--- src/rtl/sndbus_pkg.sv ---
package sndbus_pkg;

  localparam int unsigned CUT_W = 11;

  typedef enum logic [1:0] {
    SLOT_CFG  = 2'd0,
    SLOT_STAT = 2'd1,
    SLOT_NONE = 2'd2
  } slot_e;

  // Classify an address into configuration, status or unimplemented space.
  function automatic slot_e slot_of(input int unsigned a,
                                    input int unsigned n_cfg,
                                    input int unsigned n_stat);
    if (a < n_cfg)               return SLOT_CFG;
    else if (a < n_cfg + n_stat) return SLOT_STAT;
    else                         return SLOT_NONE;
  endfunction

  // Eight high bits from the upper byte, three low bits from the lower byte.
  function automatic logic [CUT_W-1:0] cutoff_join(input logic [7:0] lo,
                                                   input logic [7:0] hi);
    return {hi, lo[2:0]};
  endfunction

endpackage

--- src/rtl/sndbus_xfer.sv ---
module sndbus_xfer #(
  parameter int AW = 5,
  parameter int DW = 8
) (
  input  logic          clk,
  input  logic          clr,
  input  logic          bus_phase,
  input  logic          cs_n,
  input  logic          rw,
  input  logic [AW-1:0] addr,
  input  logic [DW-1:0] din,
  input  logic [DW-1:0] rd_data,
  output logic          qual_rd,
  output logic          win_end,
  output logic          commit,
  output logic          commit_wr,
  output logic [AW-1:0] cap_addr,
  output logic [DW-1:0] cap_data
);

  logic phase_q;
  logic cap_vld;
  logic cap_rw;
  logic qual;

  assign qual      = !cs_n && bus_phase;
  assign qual_rd   = qual && rw;
  assign win_end   = phase_q && !bus_phase;
  assign commit    = win_end && cap_vld;
  assign commit_wr = commit && !cap_rw;

  always_ff @(posedge clk) begin
    phase_q <= bus_phase;
  end

  // Hold the latest qualified request of the window until the window closes.
  always_ff @(posedge clk) begin
    if (clr || win_end) begin
      cap_vld <= 1'b0;
    end else if (qual) begin
      cap_vld  <= 1'b1;
      cap_rw   <= rw;
      cap_addr <= addr;
      cap_data <= rw ? rd_data : din;
    end
  end

endmodule

--- src/rtl/sndbus_rstgate.sv ---
module sndbus_rstgate #(
  parameter int RST_CYCLES = 10
) (
  input  logic clk,
  input  logic rst_n,
  input  logic bus_end,
  output logic in_reset
);

  localparam int CW = $clog2(RST_CYCLES + 1);
  localparam logic [CW-1:0] FULL = CW'(RST_CYCLES);

  logic [CW-1:0] low_cnt;

  always_ff @(posedge clk) begin
    if (rst_n) begin
      low_cnt <= '0;
    end else if (bus_end && low_cnt != FULL) begin
      low_cnt <= low_cnt + 1'b1;
    end
  end

  assign in_reset = !rst_n && (low_cnt == FULL);

endmodule

--- src/rtl/sndbus_regfile.sv ---
module sndbus_regfile #(
  parameter int AW    = 5,
  parameter int DW    = 8,
  parameter int N_CFG = 25
) (
  input  logic              clk,
  input  logic              clr,
  input  logic              we,
  input  logic [AW-1:0]     waddr,
  input  logic [DW-1:0]     wdata,
  output logic [N_CFG*DW-1:0] cfg_flat
);

  for (genvar g = 0; g < N_CFG; g++) begin : g_byte
    logic [DW-1:0] q;
    always_ff @(posedge clk) begin
      if (clr) begin
        q <= '0;
      end else if (we && waddr == AW'(g)) begin
        q <= wdata;
      end
    end
    assign cfg_flat[g*DW +: DW] = q;
  end

endmodule

--- src/rtl/sndbus_regif.sv ---
module sndbus_regif
  import sndbus_pkg::*;
#(
  parameter int AW         = 5,
  parameter int DW         = 8,
  parameter int N_CFG      = 25,
  parameter int N_STAT     = 4,
  parameter int RST_CYCLES = 10,
  parameter int CUT_LO     = 21,
  parameter int CUT_HI     = 22
) (
  input  logic                 clk,
  input  logic                 rst_n,
  input  logic                 bus_phase,
  input  logic                 cs_n,
  input  logic                 rw,
  input  logic [AW-1:0]        addr,
  input  logic [DW-1:0]        din,
  output logic [DW-1:0]        dout,
  output logic                 doe,
  input  logic [N_STAT*DW-1:0] ro_vals,
  output logic [N_CFG*DW-1:0]  cfg_regs,
  output logic [CUT_W-1:0]     filt_cutoff,
  output logic                 mute
);

  logic          in_reset;
  logic          qual_rd;
  logic          win_end;
  logic          commit;
  logic          commit_wr;
  logic [AW-1:0] cap_addr;
  logic [DW-1:0] cap_data;
  logic [DW-1:0] rd_data;
  logic [DW-1:0] bus_hold;
  logic          wo_write;
  slot_e         cap_slot;

  sndbus_xfer #(.AW(AW), .DW(DW)) u_xfer (
    .clk       (clk),
    .clr       (in_reset),
    .bus_phase (bus_phase),
    .cs_n      (cs_n),
    .rw        (rw),
    .addr      (addr),
    .din       (din),
    .rd_data   (rd_data),
    .qual_rd   (qual_rd),
    .win_end   (win_end),
    .commit    (commit),
    .commit_wr (commit_wr),
    .cap_addr  (cap_addr),
    .cap_data  (cap_data)
  );

  sndbus_rstgate #(.RST_CYCLES(RST_CYCLES)) u_rst (
    .clk      (clk),
    .rst_n    (rst_n),
    .bus_end  (win_end),
    .in_reset (in_reset)
  );

  assign cap_slot = slot_of(32'(cap_addr), N_CFG, N_STAT);
  assign wo_write = commit_wr && (cap_slot == SLOT_CFG) && !in_reset;

  sndbus_regfile #(.AW(AW), .DW(DW), .N_CFG(N_CFG)) u_regs (
    .clk      (clk),
    .clr      (in_reset),
    .we       (wo_write),
    .waddr    (cap_addr),
    .wdata    (cap_data),
    .cfg_flat (cfg_regs)
  );

  // Read path: status bytes by address, everything else returns the held bus byte.
  always_comb begin
    rd_data = bus_hold;
    for (int k = 0; k < N_STAT; k++) begin
      if (addr == AW'(N_CFG + k)) begin
        rd_data = ro_vals[k*DW +: DW];
      end
    end
  end

  assign dout = rd_data;
  assign doe  = qual_rd;

  always_ff @(posedge clk) begin
    if (in_reset) begin
      bus_hold <= '0;
    end else if (commit) begin
      bus_hold <= cap_data;
    end
  end

  always_ff @(posedge clk) begin
    if (in_reset) begin
      mute <= 1'b1;
    end else if (wo_write) begin
      mute <= 1'b0;
    end
  end

  assign filt_cutoff = cutoff_join(cfg_regs[CUT_LO*DW +: 8], cfg_regs[CUT_HI*DW +: 8]);

endmodule

--- config.mk ---
export PLATFORM = sky130hd
export DESIGN_NAME = sndbus_regif
export DESIGN_NICKNAME = d
export VERILOG_FILES = /design/src/rtl/sndbus_pkg.sv /design/src/rtl/sndbus_xfer.sv /design/src/rtl/sndbus_rstgate.sv /design/src/rtl/sndbus_regfile.sv /design/src/rtl/sndbus_regif.sv
export SDC_FILE = /design/constraint.sdc
export NUM_CORES = 1
export LEC_CHECK = 0
export ABC_CLOCK_PERIOD_IN_PS = 2570
export BUFFER_PORTS_ARGS = -buffer_cell sky130_fd_sc_hd__buf_2
export CAP_MARGIN = 40
export CORE_MARGIN = 1
export CORE_UTILIZATION = 51
export DETAILED_ROUTE_END_ITERATION = 16
export PLACE_DENSITY_LB_ADDON = 0.05
export SYNTH_ARGS = -nofsm -noshare
export SYNTH_HDL_FRONTEND = slang
export SYNTH_SLANG_ARGS = --single-unit
--- constraint.sdc ---
create_clock -name clk -period 2.57 [get_ports clk]
set_clock_uncertainty 0.15 [all_clocks]
set_input_delay 0 -clock clk [delete_from_list [all_inputs] [get_ports clk]]
set_output_delay 0 -clock clk [all_outputs]
set_load 0.005 [all_outputs]
# After elaboration in Yosys (flattened, before gate mapping)
# Cells that the tools add are included.
[op_classes] addsub=1 magnitude_cmp=2 n_eq_ne=30 n_mux=7 n_bitwise=1 n_reduce_logical=43
[op_table] op="== test 5 bit (second input constant)" count=13
[op_table] op="== test 5 x 4 -> 1 bit (second input constant)" count=8
[op_table] op="two-way mux 8 bit" count=5
[op_table] op="logical AND 1 bit" count=34
[op_table] op="== test 5 x 3 -> 1 bit (second input constant)" count=4
[op_table] op="== test 5 x 2 -> 1 bit (second input constant)" count=2
[op_table] op="< comparator 5 bit (second input constant)" count=2
[op_table] op="== test 5 x 1 -> 1 bit (second input constant)" count=1
[op_table] op="zero test 1 bit" count=5
[op_table] op="zero test 5 bit" count=1
[op_table] op="adder 4 x 1 -> 4 bit (second input constant)" count=1
[op_table] op="== test 4 bit (second input constant)" count=1
[op_table] op="two-way mux 2 bit" count=2
[op_table] op="inequality test 4 bit (second input constant)" count=1
[op_table] op="zero test 2 bit" count=1
[op_table] op="AND reduction 2 bit" count=1
[op_table] op="logical OR 1 bit" count=1
[op_table] op="inverter 1 bit" count=1
[word_totals] regBits=229 input_bits=50 out_inout_bits=221 word_cells=117

# Logic depth before layout (Yosys ltp)
[depth] ltp_word=7 mapped_depth=8 ltp_nobuf=6

# Hierarchy
# Synthesis repeated with hierarchy kept, for this count alone.
[unflattened] cells_unflattened=862 area_unflattened_um2=9477.8
[modules_own_cells] module="sndbus_regfile" n_inst=1 cells_each=695 area_per_inst_um2=7782.5 seq_area_each_um2=4003.8
[modules_own_cells] module="sndbus_regif" n_inst=1 cells_each=114 area_per_inst_um2=833.3 seq_area_each_um2=180.2
[modules_own_cells] module="sndbus_xfer" n_inst=1 cells_each=32 area_per_inst_um2=651.9 seq_area_each_um2=460.4
[modules_own_cells] module="sndbus_rstgate" n_inst=1 cells_each=21 area_per_inst_um2=210.2 seq_area_each_um2=80.1

# Least setup slack after synthesis
# No wires, ideal clock.
[synth_timing] kind="register to register" start="register u_rst.low_cnt[0]" end="register u_xfer.cap_addr[0] (enable)" setup_ns=0.384 t_arrival_ns=1.713 required_ns=2.036 setup_slack_ns=0.322 stages_incl_launch_ff=6 path_buffers=1 synth_period_minus_slack_ns=2.248 cell_sequence="dfxtp_1 inv_1 ha_1 and4bb_2 clkbuf_1 nor2_1"
[synth_between] elab_chain_len=5
[synth_rtl] element="start: declaration" line_no="sndbus_rstgate.sv:13" text="logic [CW-1:0] low_cnt;"
[synth_rtl] element="start signal: assignment" line_no="sndbus_rstgate.sv:19" text="low_cnt <= low_cnt + 1'b1;"
[synth_rtl] element="== test 4 bit" line_no="sndbus_rstgate.sv:23" text="assign in_reset = !rst_n && (low_cnt == FULL);"
[synth_rtl] element="logical AND 1 bit" line_no="sndbus_rstgate.sv:23"
[synth_rtl] element="logical OR 1 bit" line_no="sndbus_xfer.sv:38" text="if (clr || win_end) begin"
[synth_rtl] element="inverter 1 bit (no line)"
[synth_rtl] element="AND reduction 2 bit (no line)"
[synth_rtl] element="end signal: assignment" line_no="sndbus_xfer.sv:43" text="cap_addr <= addr;"
[synth_rtl] element="end: declaration" line_no="sndbus_xfer.sv:17" text="output logic [AW-1:0] cap_addr,"
# No other way between the ends.
# A chain may end at the register's enable or synchronous reset.

# Worst setup path in the final report
[layout_timing] start="register u_rst.low_cnt[0]" end="register u_regs.g_byte[4].q[1]"
[layout_between] elab_chain_len=5
[layout_rtl] element="== test 4 bit (*)" line_no="sndbus_rstgate.sv:23"
[layout_rtl] element="logical AND 1 bit (*)" line_no="sndbus_rstgate.sv:23"
[layout_rtl] element="zero test 1 bit" line_no="sndbus_regif.sv:64" text="assign wo_write = commit_wr && (cap_slot == SLOT_CFG) && !in_reset;"
[layout_rtl] element="logical AND 1 bit" line_no="sndbus_regif.sv:64"
[layout_rtl] element="logical AND 1 bit" line_no="sndbus_regfile.sv:19" text="end else if (we && waddr == AW'(g)) begin"
[layout_rtl] element="end signal: assignment" line_no="sndbus_regfile.sv:20" text="q <= wdata;"
[layout_rtl] element="end: declaration" line_no="sndbus_regfile.sv:15" text="logic [DW-1:0] q;"
# Every way passes the cells marked *; elsewhere a longest branch is shown, timed or not.

==> flow_summary_export.csv <==
group,metric,value,unit
timing,finalHoldViolations,0,
synth,synthTopCellsByCount,"nand2_1 (247), dfxtp_1 (215), mux2i_1 (169)",
die,start_util,52.9,%
die,die_h,134,µm
synth,syn-num-nets,976,
synth,yosysTopAreaCell,"dfxtp_1",
place,dp_cells,1371,
timing,setup_viol,0,
worst_setup_path,critPathKind,"reg2reg",
clock_tree,htree_levels,1,
synth,ys_ff_latch,229,
finish,area_growth,30.9,%
place,dp.final_hpwl,16.4,mm
synth,seq_area_frac_synth,53.1,%
power_and_ir_drop,p_leak,6.34,nW
clock_tree,cts_tree,"yes",
timing,slew_headroom,59.3,%
place,numPortBuffers,270,
synth,netlist_instances,924,
die,fp-row-count,47,
clock_tree,numClockSinks,229,
synth,synth_most_common_cell,"nand2_1",
routing,vias_per_cell,5.20,
grt,grt_usage,27.0,%
worst_setup_path,cp_max_fo,25,
finish,final_nets,1261,
die,die-area,18000,µm²
synth,syn-mean-instance-area,9.62,µm²
worst_setup_path,slowest_stage,"and2_0",
timing,fin_crit,2340,ps
timing,max_slew.worst_pin.slew,609,ps
routing,wl,24.5,mm
routing,drtIter0Drc,436,
power_and_ir_drop,ir_drop,0.522,mV
finish,fin_area,11600,µm²
finish,utilization,69.2,%
synth,ys_top_cells_by_area,"dfxtp_1 (48%), mux2i_1 (19%), nand2_1 (10%)",
timing,fmax,0.427,GHz
synth,synth-async-reset-ratio,0,%
finish,drive_gt1_share,29.2,%
worst_setup_path,path_cells,"inv_1 -> ha_1 -> and4bb_2 -> nor3_4 -> buf_12 -> and2_0 -> o21ai_0",
synth,ys_types,43,
grt,grt.overflow.total,0,
die,core_area,16800,µm²
timing,finalCritPeriodShare,91.0,%
synth,synth_top_area_share,48.4,%
grt,grt_pass1_wl,38.7,mm
clock_tree,clk_pin_slew_worst_paths,60,ps
routing,vias,7509,
worst_setup_path,worstSetupStartpointType,"flop",
synth,synth_area,8890,µm²
timing,drv_slew,0,
synth,synth_edf_count,14,
clock_tree,cts_root_buf,"clkbuf_16",
clock_tree,numCtsBuffers,23,
die,die_x,134,µm
timing,fin_tns_setup,0,ps
synth,ys.flop_type,"dfxtp_1",
grt,grt_pass1_vias,7201,
grt,antenna_found_initial,0,
place,dpl_cell_area,10500,µm²
grt,grt_max_degree,134,
clock_tree,clk-insertion-delay-late,500,ps
worst_setup_path,required,2790,ps
routing,wire_per_inst,17.0,µm
place,gp_congestion,0.817,
worst_setup_path,end_kind,"flop",
clock_tree,cts_max_path_buffers,3,
synth,synth_warnings,0,
routing,drc,0,
finish,n_antenna_cell,0,
worst_hold_path,hold_path_class,"in2reg",
timing,rsz0062_at_grt,"false",
worst_setup_path,arrival,2560,ps
worst_setup_path,cp_slowest_stage_delay,410,ps
finish,final_cell_count_no_fill,1445,
routing,firstDrtPassIters,5,
run,cap_violations,0,
die,ioPinCount,271,
routing,drtAntennaViolNets,0,
run_status,status,"finished, final reports clean",
power_and_ir_drop,power_density,727,nW/µm²
## cell usage in the layout (no fill, tap or decap), drive strengths merged, types with 9 or more instances in the layout
cell type	n
buf	300
nand2	255
dfxtp	215
mux2i	169
nand3	42
dlygate4sd3	33
clkbuf	33
o21ai	32
nor2	23
edfxtp	14
inv	12
a21oi	9
## path summary, 6_finish.rpt
check                                          start                                 end  slack (ps)  depth (start not counted)
setup / recovery       u_rst.low_cnt[0]$_SDFFE_PP0P_  u_regs.g_byte[4].q[1]$_SDFFE_PP0P_         230                          7
hold / removal                             bus_phase              u_xfer.phase_q$_DFF_P_          50                          2
setup reg to reg       u_rst.low_cnt[0]$_SDFFE_PP0P_  u_regs.g_byte[4].q[1]$_SDFFE_PP0P_         230                          7
hold reg to reg   u_regs.g_byte[0].q[0]$_SDFFE_PP0P_  u_regs.g_byte[0].q[0]$_SDFFE_PP0P_         310                          2
## power breakdown
part           total, W  switching [W]  internal, W
logic          0.000886       0.000447     0.000439
registers       0.00402       0.000169      0.00385
clock network   0.00356        0.00139      0.00217
total           0.00846        0.00200      0.00646
## state kept, by name (all words and copies together) (netlist names), 4 cells and up
| signal | count |
|---|---|
| u_regs.g_byte.q | 200 |
| u_rst.low_cnt | 4 |
| bus_hold | 8 |
| u_xfer.cap_addr | 5 |
| u_xfer.cap_data | 8 |
## layer usage
metal | share of wire [%] | up-vias | global-route usage [%]
li1 | - | 3675 | -
met1 | 45 | 3561 | 37.3
met2 | 48 | 246 | 45.8
met3 | 5.7 | 27 | 3.25
met4 | 1.2 | 0 | 4.81
met5 | 0 | - | 0
## timing repair
action | 4_1_cts | 5_1_grt
hold buffers | 33 | 0
setup buffers | 0 | 0
endpoints found under the setup margin | 0 | 25
hold endpoints to repair | 28 | 0
gates resized for setup | 0 | 2
## layout make-up
type	instances	area, µm²
fillers	1396	5180
flip-flops and latches	229	4720
multi-input cells	611	3840
repair buffers	333	1940
clock buffers	33	693
well taps	220	275
clock inverters	8	119
inverters	11	41.3
## through the flow
stage	hold slack, ps	setup slack, ps	total power, W
2_1_floorplan	-122	322	0.00447
3_3_place_gp	25.3	209	0.00490
3_5_place_dp	19.4	184	0.00493
4_1_cts	37.6	180	0.00849
5_1_grt	61.8	85.3	0.00877
6_report	53.9	230	0.00846
## kinds of logic after synthesis
logic type / after synthesis / share of synthesized area (%)
buf+inv: 84 / 4.12
xor+xnor: 4 / 0.394
mux: 169 / 19.0
compound gates: 75 / 5.21
fa+ha+maj: 2 / 0.281
flops: 229 / 53.1
simple gates: 361 / 17.8
## worst max-delay path: cells and delay by family (launching register included)
kind | cells | cell delay [ps]
flip-flops | 1 | 390
AND/OR/NAND/NOR | 3 | 970
buffers and inverters | 2 | 260
adder cells (fa/ha/maj) | 1 | 260
AO/OA/AOI/OAI | 1 | 170
No activity file was read; power rests on OpenSTA's default activity.
